===== src/rtl/psc_pkg.sv =====
package psc_pkg;
  localparam int SEL_W  = 3;
  localparam int SYNC_W = 2;
  localparam int CNT_W  = 10;

  typedef enum logic [SYNC_W-1:0] {
    SYNC_NOW   = 2'd0,
    SYNC_TICK  = 2'd1,
    SYNC_CLEAR = 2'd2,
    SYNC_RSVD  = 2'd3
  } sync_mode_e;

  // ratio exponent: codes 0..4 linear, then steps of two (64, 256, 1024)
  function automatic int ratio_exp(input logic [SEL_W-1:0] code);
    int c;
    c = int'(code);
    return (c < 5) ? c : (2 * c - 4);
  endfunction
endpackage


===== src/rtl/psc_ratio_decode.sv =====
module psc_ratio_decode
  import psc_pkg::*;
#(
  parameter int SW = SEL_W,
  parameter int CW = CNT_W
) (
  input  logic [SW-1:0] sel_i,
  output logic [CW-1:0] lim_o
);
  logic [31:0] one_hot;

  always_comb begin
    one_hot = 32'd1 << ratio_exp(sel_i);
    lim_o   = CW'(one_hot - 32'd1);
  end
endmodule


===== src/rtl/psc_divider.sv =====
module psc_divider #(
  parameter int CW = 10
) (
  input  logic          clk_i,
  input  logic          rst_ni,
  input  logic          en_i,
  input  logic          run_en_i,
  input  logic          clr_i,
  input  logic [CW-1:0] lim_i,
  output logic          tick_o
);
  logic [CW-1:0] cnt_q, cnt_d;
  logic          wrap;

  // >= so that lowering the ratio mid-count still wraps
  assign wrap   = (cnt_q >= lim_i);
  assign tick_o = run_en_i && wrap;

  always_comb begin
    cnt_d = cnt_q;
    if (!en_i)                cnt_d = '0;
    else if (run_en_i) begin
      if (clr_i || wrap)      cnt_d = '0;
      else                    cnt_d = cnt_q + 1'b1;
    end
  end

  always_ff @(posedge clk_i or negedge rst_ni)
    if (!rst_ni) cnt_q <= '0;
    else         cnt_q <= cnt_d;

  AST_WRAP_ZERO: assert property (@(posedge clk_i) disable iff (!rst_ni)
    (en_i && tick_o) |=> (cnt_q == '0));
  AST_CLEAR_ZERO: assert property (@(posedge clk_i) disable iff (!rst_ni)
    (en_i && run_en_i && clr_i) |=> (cnt_q == '0));
  AST_HALT_HOLD: assert property (@(posedge clk_i) disable iff (!rst_ni)
    (en_i && !run_en_i) |=> $stable(cnt_q));
  AST_OFF_ZERO: assert property (@(posedge clk_i) disable iff (!rst_ni)
    !en_i |=> (cnt_q == '0));
endmodule


===== src/rtl/psc_restart_sync.sv =====
module psc_restart_sync
  import psc_pkg::*;
(
  input  logic              clk_i,
  input  logic              rst_ni,
  input  logic              en_i,
  input  logic              run_en_i,
  input  logic [SYNC_W-1:0] mode_i,
  input  logic              req_i,
  input  logic              tick_i,
  output logic              apply_o,
  output logic              clr_o
);
  sync_mode_e mode;
  logic       pend_q, want, aligned;

  assign mode = sync_mode_e'(mode_i);
  assign want = req_i || pend_q;

  always_comb begin
    case (mode)
      SYNC_TICK: aligned = tick_i;
      default:   aligned = 1'b1;   // NOW, CLEAR, reserved
    endcase
  end

  assign apply_o = run_en_i && want && aligned;
  assign clr_o   = apply_o && (mode == SYNC_CLEAR);

  always_ff @(posedge clk_i or negedge rst_ni)
    if (!rst_ni)    pend_q <= 1'b0;
    else if (!en_i) pend_q <= 1'b0;
    else            pend_q <= want && !apply_o;

  AST_PEND_DROP: assert property (@(posedge clk_i) disable iff (!rst_ni)
    !en_i |=> !pend_q);
  AST_PEND_HOLD: assert property (@(posedge clk_i) disable iff (!rst_ni)
    (en_i && pend_q && !run_en_i) |=> pend_q);
  AST_SYNC1_ON_TICK: assert property (@(posedge clk_i) disable iff (!rst_ni)
    (apply_o && mode_i == 2'd1) |-> tick_i);
  AST_APPLY_CLEARS: assert property (@(posedge clk_i) disable iff (!rst_ni)
    (en_i && apply_o) |=> !pend_q);
endmodule


===== src/rtl/tc_prescaler.sv =====
module tc_prescaler
  import psc_pkg::*;
#(
  parameter int SW = SEL_W,
  parameter int CW = CNT_W
) (
  input  logic              clk_i,
  input  logic              rst_ni,
  input  logic              en_i,
  input  logic              standby_i,
  input  logic              run_stby_i,
  input  logic [SW-1:0]     ratio_sel_i,
  input  logic [SYNC_W-1:0] sync_sel_i,
  input  logic              restart_req_i,
  output logic              tick_o,
  output logic              restart_o
);
  logic          run_en, clr;
  logic [CW-1:0] lim;

  assign run_en = en_i && !(standby_i && !run_stby_i);

  psc_ratio_decode #(.SW(SW), .CW(CW)) u_dec (
    .sel_i (ratio_sel_i),
    .lim_o (lim)
  );

  psc_divider #(.CW(CW)) u_div (
    .clk_i    (clk_i),
    .rst_ni   (rst_ni),
    .en_i     (en_i),
    .run_en_i (run_en),
    .clr_i    (clr),
    .lim_i    (lim),
    .tick_o   (tick_o)
  );

  psc_restart_sync u_sync (
    .clk_i    (clk_i),
    .rst_ni   (rst_ni),
    .en_i     (en_i),
    .run_en_i (run_en),
    .mode_i   (sync_sel_i),
    .req_i    (restart_req_i),
    .tick_i   (tick_o),
    .apply_o  (restart_o),
    .clr_o    (clr)
  );

  AST_DIV1_EVERY: assert property (@(posedge clk_i) disable iff (!rst_ni)
    (run_en && ratio_sel_i == '0) |-> tick_o);
  AST_QUIET_OFF: assert property (@(posedge clk_i) disable iff (!rst_ni)
    !en_i |-> (!tick_o && !restart_o));
endmodule


===== config.mk =====
export PLATFORM = sky130hd
export DESIGN_NAME = tc_prescaler
export DESIGN_NICKNAME = d
export VERILOG_FILES = /design/src/rtl/psc_pkg.sv /design/src/rtl/psc_ratio_decode.sv /design/src/rtl/psc_divider.sv /design/src/rtl/psc_restart_sync.sv /design/src/rtl/tc_prescaler.sv
export SDC_FILE = /design/constraint.sdc
export NUM_CORES = 1
export LEC_CHECK = 0
export ABC_AREA = 1
export ABC_CLOCK_PERIOD_IN_PS = 3760
export BUFFER_PORTS_ARGS = -buffer_cell sky130_fd_sc_hd__buf_2
export CAP_MARGIN = 20
export CORE_MARGIN = 2
export CORE_UTILIZATION = 55
export CTS_BUF_LIST = sky130_fd_sc_hd__clkbuf_8
export DETAILED_ROUTE_END_ITERATION = 10
export PLACE_DENSITY_LB_ADDON = 0.2
export SYNTH_ARGS = -nofsm -noshare
export SYNTH_HDL_FRONTEND = slang
export SYNTH_SLANG_ARGS = --single-unit

===== constraint.sdc =====
create_clock -name clk_i -period 3.76 [get_ports clk_i]
set_input_delay 0.564 -clock clk_i [delete_from_list [all_inputs] [get_ports clk_i]]
set_output_delay 0.564 -clock clk_i [all_outputs]
set_load 0.01 [all_outputs]

* Yosys cells after proc, flatten, opt, wreduce, memory -nomap -nowiden *
Cells that the tools add are included.

storage, ports and cells
  flip-flop bits (word level) = 11
  latch bits = 0
  RAM bits = 0
  memory bits (read-only) = 0
  input port bits = 11
  logic and storage cells = 29
  memories kept = 0

cells by class
  add/subtract/negate cells = 3
  multipliers = 0
  divide/modulo/power cells = 0
  magnitude comparators = 2
  equality and inequality tests = 3
  shift-type cells = 1
  mux-type cells = 6
  bitwise operators = 0
  reduce and logical (&&, ||, !) cells = 12

operator list
  kind                   number
  $mux 32                1
  $shl 1x32->10 const A  1
  $mux 10                3
  $add 10x1->10 const B  1
  $ge 10x10->1           1
  $sub 10x1->10 const B  1
  $logic_and 1x1->1      7
  $sub 4x3->5 const B    1
  $logic_not 1->1        3
  $lt 3x3->1 const B     1
  $eq 2x1->1 const B     1
  $eq 2x2->1 const B     1
  $logic_or 1x1->1       2
  $mux 1                 2
  $ne 2x1->1 const B     1

* Depth between registers and ports, before layout *
Gate-level depths: netlist (run 1).

  word-level depth = 13
  gate-level depth with buffers = 12
  mapped depth without buffers = 12

* By module *
From an unflattened synthesis (run 1), not the netlist that was laid out.

unflattened totals
  cells, all modules = 161
  area, all modules = 1034.7 um^2

modules (own cells, without submodules)
  module            instances  cells an instance  area an instance (um^2)  seq. area each (um^2)
  psc_divider       1          130                877.1                    250.2
  psc_restart_sync  1          12                 75.1                     25.0
  psc_ratio_decode  1          16                 66.3                     0.0
  tc_prescaler      1          3                  16.3                     0.0

* Worst setup path before layout (run 1) *
No wires, ideal clock.

  path kind = input port to output port
  start = input port ratio_sel_i[2]
  end = output port restart_o
  arrival = 1.518 ns
  setup slack = 1.678 ns
  stages = 10
  path through = nor2_1 > nand2_1 > ha_1 > inv_1 > nand2_1 > nand2_1 > nand2_1 > nand3_1 > nand4_1 > and2_1

between the ends
  word-level cells in the longest chain between the ends = 8
  elaborated cells on any way between the ends = 9
  those cells by class = add/sub: 2; order compare: 2; shift: 1; mux: 2; reduce/logical: 2

ends and longest elaborated chain
  item                                       line                    text
  from (decl)                                tc_prescaler.sv:12      input logic [SW-1:0] ratio_sel_i,
  $sub 4x3->5 or $lt 3x3->1 (tied branches)  psc_pkg.sv:17           return (c < 5) ? c : (2 * c - 4);
  $mux 32 (*)                                psc_pkg.sv:17
  $shl 1x32->10 (*)                          psc_ratio_decode.sv:13  one_hot = 32'd1 << ratio_exp(sel_i);
  $sub 10x1->10 (*)                          psc_ratio_decode.sv:14  lim_o = CW'(one_hot - 32'd1);
  $ge 10x10->1 (*)                           psc_divider.sv:16       assign wrap = (cnt_q >= lim_i);
  $logic_and 1x1->1 (*)                      psc_divider.sv:17       assign tick_o = run_en_i && wrap;
  $mux 1 (*)                                 psc_restart_sync.sv:21  case (mode)
  $logic_and 1x1->1 (*)                      psc_restart_sync.sv:27  assign apply_o = run_en_i && want && aligned;
  to (decl)                                  tc_prescaler.sv:16      output logic restart_o

Every way passes the cells marked *; elsewhere a longest branch is shown, timed or not.

* Worst setup path after layout (run 1) *
Ends and elaborated chain as after synthesis.

==> results.ini, run 1 <==
[logic_synthesis]
yosys_warnings = 0
ys.flop_type = dfrtp_1
synth_edf_count = 0
synth_cell_types = 21
syn_area_mm2 = 0.00103
syn_inst = 160
syn_avg_cell_area_um2 = 6.46
syn-num-nets = 182
ys_seq_area_share_pct = 26.6
ys_ff_latch = 11
async_reset_ff_share_pct = 100

[timing]
finalSetupViolCount = 0
period_needed_ps = 2470
hold_violations = 0
slew_headroom_pct = 57.3
fin_skew_ps = 1.95
fin_ws_ps = 1290
post-route-period-util_pct = 65.7
tns_ps = 0
tightest_slew_ps = 637
slew_violations = 0
rsz0062_at_grt = no
fmax_ghz = 0.405

[global_routing]
grt_usage_pct = 25.5
antenna_found_initial = 0
grt_max_degree = 12
grt_pass1_wl_um = 3950
grt_pass1_vias = 921
grt-ovfl-total = 0

[placement]
place_area_mm2 = 0.00112
dp_hpwl_um = 1740
port_buffers = 12
place_congestion = 0.832
dp_cells = 197
place_worst_setup_slack_ps = 1290

[clock_network]
clk-insertion-delay-late_ps = 240
htreeDepth = 1
ctsResizeCount = 0
cts_hold_buf = 0
clkSlewWorstSetupHoldPaths_ps = 50
cts.sinks = 11
cts_tree = done
cts_max_path_buffers = 2
cts_setup_buffers = 0
cts_root_buf = clkbuf_8
numCtsBuffers = 3

[pwr]
p_sw_share_pct = 28.6
power_per_cell_area_mw_per_mm2 = 255
p_comb_share_pct = 17.2
p_int_w = 0.000213
leakage_nw = 0.688
seqPwrFrac_pct = 42.9
vdd_ir_drop_max_mv = 0.200
power_frac_clock_pct = 39.9
power.switching_w = 0.0000853

[floorplanning]
io_pins = 13
fp.dieW_um = 47.4
rows = 15
coreArea_mm2 = 0.00175
start_util_pct = 59.2
dieArea_mm2 = 0.00224
die_h_um = 47.4

[setup_path]
worst_path_most_repeated_cell = buf_2
crit_family = simple AND/OR/NAND/NOR gates
crit_type = input pin to primary output
startpoint = ratio_sel_i[2]
slowest_stage = ha_1
end_kind = primary output
worstPathMaxFanout = 8
start_kind = input pin
r2r_slack_ps = 1990
reg2reg_to = u_div.cnt_q[8]
worst-path-stages = 8
setup.worst_path.end = restart_o
worstPathCellList = buf_2 > nand3_1 > ha_1 > a21o_1 > nor2_1 > nand4_1 > and2_1 > buf_2
cp_data_arrival_time_ps = 1910
cp_slowest_stage_delay_ps = 310
r2r_cells = 10
critPathBufInv = 2
critPathRequiredTime_ps = 3200
worst_r2r_startpoint = u_div.cnt_q[5]

[cells_and_area]
final_cells = 201
final_util_pct = 67.0
final_area_mm2 = 0.00117
layout_commonest_cell = nand2_1
area_growth_pct = 13.2
n_antenna_cell = 0
final_nets = 199
final_cell_mix = nand2_1 (62), inv_1 (22), nor2_1 (16), buf_2 (12)
drive_gt1_share_pct = 15.3

[routing]
viasPerCell = 5.06
drcViolationCount = 0
vias = 1017
wl_per_cell_um = 11.7
antenna_left = 0
drt_iter0_markers = 39
drt-total-wl_um = 2350
drtPass1Iterations = 4

[status]
status = completed

[worst_hold_path]
worstHoldPathType = input pin to async pin

[flow_run]
maxCapViolations = 0

## cells by family after synthesis
family                     share of synthesized area (%)
AOI/OAI and AO/OA                                   8.35
and+or+nand+nor                                     43.7
DFF                                                 26.6
adders and majority gates                           13.3
buffers and inverters                               7.99
## sequential cells by signal, summed over array words and instances (netlist names)
name,flops
u_div.cnt_q,10
u_sync.pend_q,1
## power by group through the flow
stage	logic (W)	clock network [W]	registers [W]
2_1_floorplan	0.0000331	0	0.000128
3_3_place_gp	0.0000486	0	0.000129
3_5_place_dp	0.0000509	0	0.000130
4_1_cts	0.0000517	0.000119	0.000128
5_1_grt	0.0000603	0.000126	0.000129
6_report	0.0000514	0.000119	0.000128
## metal layers
metal | vias up | routed length [µm] | global-route usage, %
met2 | 25 | 1110 | 43.0
met4 | 0 | 53 | 10.6
met3 | 7 | 108 | 3.46
met5 | - | 0 | 0
li1 | 537 | - | -
met1 | 448 | 1070 | 32.4
## worst reg2reg max path: stages (launching register included)
cell and delay [ps]:
dfrtp_1 480, ha_1 360, nand2_1 90, inv_1 40, nand2_1 50, nand2_1 40
nand2_1 90, nand3_2 110, nor2_4 250, nand2_1 120, nand2_1 80
## synthesized netlist by cell type, types with 2 or more instances
cell     number  share of area [%]
nand2_1      62                 23
inv_1        21                7.6
nor2_1       16                5.8
dfrtp_1      11                 27
ha_1         11                 13
a21oi_1       8                3.9
nand3_1       7                3.4
nand4_1       4                2.4
o21ai_0       4                1.9
nor2_4        3                3.3
nand2_2       2                1.2
nor2_2        2                1.2
## cell type report
type,count,area (µm²)
inverters,22,82.6
multi-input cells,127,676
flip-flops and latches,11,275
clock inverters,1,3.75
well taps,25,31.3
repair buffers,12,60.1
fillers,152,576
clock buffers,3,41.3
## stage by stage
stage	total power [W]	hold WS, ps
final	0.000299	180
after global routing	0.000315	204
after CTS	0.000299	192
after detailed placement	0.000181	449
after global placement	0.000178	445
after floorplan	0.000161	268
## how the worst min path moves through the flow
stage                          end  slack [ps]   start  cells past startpoint
floorplan           u_div.cnt_q[0]         270  rst_ni                      0
global placement    u_div.cnt_q[0]         440  rst_ni                      1
detailed placement  u_div.cnt_q[1]         450  rst_ni                      1
CTS                 u_div.cnt_q[5]         190  rst_ni                      1
global route        u_div.cnt_q[0]         200  rst_ni                      1
finish              u_div.cnt_q[5]         180  rst_ni                      1
(Power assumes the default switching activity.)
==> inputs of run 2 (changes only) <==
--- a/config.mk
+++ b/config.mk
@@ -5,8 +5,8 @@
 export SDC_FILE = /design/constraint.sdc
 export NUM_CORES = 1
 export LEC_CHECK = 0
-export ABC_AREA = 1
-export ABC_CLOCK_PERIOD_IN_PS = 3760
+export ABC_AREA = 0
+export ABC_CLOCK_PERIOD_IN_PS = 2500
 export BUFFER_PORTS_ARGS = -buffer_cell sky130_fd_sc_hd__buf_2
 export CAP_MARGIN = 20
 export CORE_MARGIN = 2
==> constraint.sdc (replaced) <==
create_clock -name clk_i -period 2.5 [get_ports clk_i]
set_input_delay 0.375 -clock clk_i [delete_from_list [all_inputs] [get_ports clk_i]]
set_output_delay 0.375 -clock clk_i [all_outputs]
set_load 0.01 [all_outputs]
==> run 2 against run 1 <==
  * Sequential cell count unchanged
  * Largest power group unchanged
  * Global-route usage down 0.33 points
  * Count of clock-buffer cells in the layout unchanged
  * Critical endpoint unchanged
  * Setup slack worse by 1300 ps
  * Highest routed layer unchanged
  * Routed wire length down 1.5%
  * Sequential share of layout area up 0.54 points
  * First-iteration DRC count down 31%
  * Clock power up 45%
  * Register-to-register slack worse by 1500 ps
  * The flow now finishes with violations (negative hold slack, negative setup slack)
  * Synthesized cell count down 34%
==> results.ini, run 2 <==
[pwr]
leakage_nw = 0.511  ; was 0.688 nW
vdd_ir_drop_max_mv = 0.404  ; was 0.200 mV
power_per_cell_area_mw_per_mm2 = 399  ; was 255 mW/mm²

[cells_and_area]
final_nets = 148  ; was 199
n_antenna_cell = 0  ; unchanged
drive_gt1_share_pct = 25.6  ; was 15.3%
final_util_pct = 68.8  ; was 67.0%
area_growth_pct = 20.9  ; was 13.2%
layout_commonest_cell = nand2_1  ; unchanged
top_regs = u_div.cnt_q: 10 flops, u_sync.pend_q: 1 flops  ; unchanged
regMostFlops = u_div.cnt_q  ; unchanged
final_cells = 142  ; was 201
largest_reg_flops = 10  ; unchanged
final_area_mm2 = 0.00115  ; was 0.00117 mm²
final_cell_mix = nand2_1 (12), ha_1 (10), buf_2 (10), dfrtp_1 (10)  ; was nand2_1 (62), inv_1 (22), nor2_1 (16), buf_2 (12)

[worst_hold_path]
worstHoldPathType = input pin to async pin  ; unchanged

[logic_synthesis]
synthMuxAreaShare_pct = 3.16  ; was 0%
syn_avg_cell_area_um2 = 8.96  ; was 6.46 µm²
yosys.area_share.adder_pct = 14.5  ; was 13.3%
async_reset_ff_share_pct = 100  ; unchanged
synth_cell_types = 35  ; was 21
synth_top_cells_by_area = dfrtp_1 (29%), ha_1 (14%), nand2_1 (4.7%), nand4_1 (4.0%), a41oi_1 (3.7%)  ; was dfrtp_1 (27%), nand2_1 (23%), ha_1 (13%), inv_1 (7.6%), nor2_1 (5.8%)
synth_top_family_by_area = simple AND/OR/NAND/NOR gates  ; unchanged
yosys_warnings = 0  ; unchanged
syn_area_um2 = 950  ; was 0.00103 mm²
ys_seq_area_share_pct = 29.0  ; was 26.6%
syn_inst = 106  ; was 160
ys_ff_latch = 11  ; unchanged
ys.flop_type = dfrtp_1  ; unchanged
synth_edf_count = 0  ; unchanged
synthSimpleGateAreaFrac_pct = 28.3  ; was 43.7%
yosys.area.top_type = dfrtp_1  ; unchanged
yosys-top-cells-count = nand2_1 (12), dfrtp_1 (11), ha_1 (11)  ; was nand2_1 (62), inv_1 (21), nor2_1 (16)
yosysMostFrequentCell = nand2_1  ; unchanged
synth_compound_area_share_pct = 17.3  ; was 8.35%
synthXorXnorAreaFrac_pct = 2.77  ; was 0%
yosys.area.top_type_share_pct = 29.0  ; was 26.6%
syn-num-nets = 128  ; was 182

[floorplanning]
rows = 15  ; unchanged
fp.dieW_um = 45.6  ; was 47.4 µm
coreArea_mm2 = 0.00167  ; was 0.00175 mm²
dieArea_mm2 = 0.00208  ; was 0.00224 mm²
start_util_pct = 56.9  ; was 59.2%
io_pins = 13  ; unchanged
die_h_um = 45.6  ; was 47.4 µm

[clock_network]
cts.sinks = 11  ; unchanged
cts_hold_buf = 0  ; unchanged
htreeDepth = 1  ; unchanged
cts_max_path_buffers = 2  ; unchanged
numCtsBuffers = 3  ; unchanged
clkSlewWorstSetupHoldPaths_ps = 50  ; about the same
cts_root_buf = clkbuf_8  ; unchanged
cts_tree = done  ; unchanged
clk-insertion-delay-late_ps = 240  ; about the same

[placement]
dp_hpwl_um = 1670  ; was 1740 µm
place_area_mm2 = 0.00105  ; was 0.00112 mm²
place_congestion = 0.817  ; was 0.832
dp_cells = 137  ; was 197
port_buffers = 12  ; unchanged

[routing]
drt_iter0_markers = 27  ; was 39
wl_per_cell_um = 16.3  ; was 11.7 µm
viasPerCell = 6.19  ; was 5.06
drcViolationCount = 0  ; unchanged
drtPass1Iterations = 4  ; unchanged
vias = 879  ; was 1017
antenna_left = 0  ; unchanged
drt-total-wl_um = 2310  ; was 2350 µm

[setup_path]
r2r_slack_ps = 450  ; was 1990 ps
critPathRequiredTime_ps = 2120  ; was 3200 ps
worstPathMaxFanout = 3  ; was 8
worst_r2r_startpoint = u_div.cnt_q[0]  ; was u_div.cnt_q[5]
cp_data_arrival_time_ps = 2130  ; was 1910 ps
reg2reg_to = u_sync.pend_q  ; was u_div.cnt_q[8]
crit_type = input pin to primary output  ; unchanged
start_kind = input pin  ; unchanged
r2r_cells = 9  ; was 10
end_kind = primary output  ; unchanged

[timing]
rsz0062_at_grt = yes  ; was no
fmax_ghz = 0.399
finalSetupViolCount = 1  ; was 0
hold_violations = 5  ; was 0
slew_violations = 0  ; unchanged
slew_headroom_pct = 55.1  ; was 57.3%
tns_ps = -6.98  ; was 0 ps
whs_ps = -1.26  ; was 180 ps
fin_skew_ps = 2.29  ; was 1.95 ps
fin_ws_ps = -6.98  ; was 1290 ps
post-route-period-util_pct = 100
tightest_slew_ps = 671  ; was 637 ps
period_needed_ps = 2510

[global_routing]
grt_usage_pct = 25.1  ; was 25.5%
grt-ovfl-total = 0  ; unchanged
antenna_found_initial = 0  ; unchanged
grt_max_degree = 12  ; unchanged
grt_pass1_wl_um = 3710  ; was 3950 µm
grt_pass1_vias = 869  ; was 921

[status]
violations = negative hold slack, negative setup slack
status = finished with violations  ; was completed

[flow_run]
maxCapViolations = 0  ; unchanged

-- run 2: cell types whose count changed after synthesis, sizes merged, moves of 4 or more --
cell,change
nand2,-52
o21ai,+4
nand2b,+4
a21oi,-5
nor2,-14
a41oi,+4
inv,-16
-- run 2: timing repair --
item / 4_1_cts / 5_1_grt
endpoints found under the setup margin: 2 / 2
buffers inserted: 1 / 0
pin swaps: 5 / 5
gates resized for setup: 4 / 3
-- run 2: worst max path at each step --
| stage | cells past startpoint | to | start | slack (ps) |
|---|---|---|---|---|
| after floorplan | 9 | restart_o | ratio_sel_i[2] | 7 |
| after global placement | 9 | restart_o | ratio_sel_i[2] | -10 |
| after detailed placement | 9 | restart_o | ratio_sel_i[2] | -70 |
| after CTS | 9 | restart_o | ratio_sel_i[0] | 0.6 |
| after global routing | 9 | restart_o | ratio_sel_i[2] | -70 |
| final | 9 | restart_o | ratio_sel_i[1] | -7 |
-- run 2: report_power, final --
| part | switching, W | internal [W] |
|---|---|---|
| sequential | 0.00000662 | 0.000184 |
| combinational | 0.0000497 | 0.0000465 |
| clock | 0.0000645 | 0.000108 |
| total | 0.000121 | 0.000338 |
-- run 2: layer usage --
metal | GRT usage, % | part of all wire (%)
met1 | 32.2 | 43
met2 | 39.4 | 50
met3 | 4.37 | 4.0
met4 | 14.7 | 2.2
met5 | 0 | 0
-- run 2: cells by family (layout without fill, tap and decap cells) --
family,Yosys count,after routing
AO/OA/AOI/OAI,23,23
XOR/XNOR,3,3
adder cells (fa/ha/maj),11,11
buffers and inverters,10,29
flip-flops,11,11
multiplexers,3,3
AND/OR/NAND/NOR,45,45
-- run 2: cell type report --
cell class | instances | area [µm²]
multi-input cells | 85 | 658
fillers | 135 | 522
repair buffers | 19 | 125
clock inverters | 1 | 3.75
inverters | 6 | 22.5
clock buffers | 3 | 41.3
well taps | 17 | 21.3
flip-flops and latches | 11 | 277
-- run 2: critical path, stage by stage --
cell	delay, ps
buf_2	110
or3_4	370
ha_4	220
nand2b_4	130
a21o_1	200
a211oi_4	280
nand4_4	130
nor3b_4	170
buf_2	150
-- run 2: metrics by stage --
step | setup WS [ps] | total power (W)
floorplan | 7.11 | 0.000245
global placement | -11.9 | 0.000272
detailed placement | -75.0 | 0.000277
CTS | 0.576 | 0.000456
global route | -73.7 | 0.000477
finish | -6.98 | 0.000458
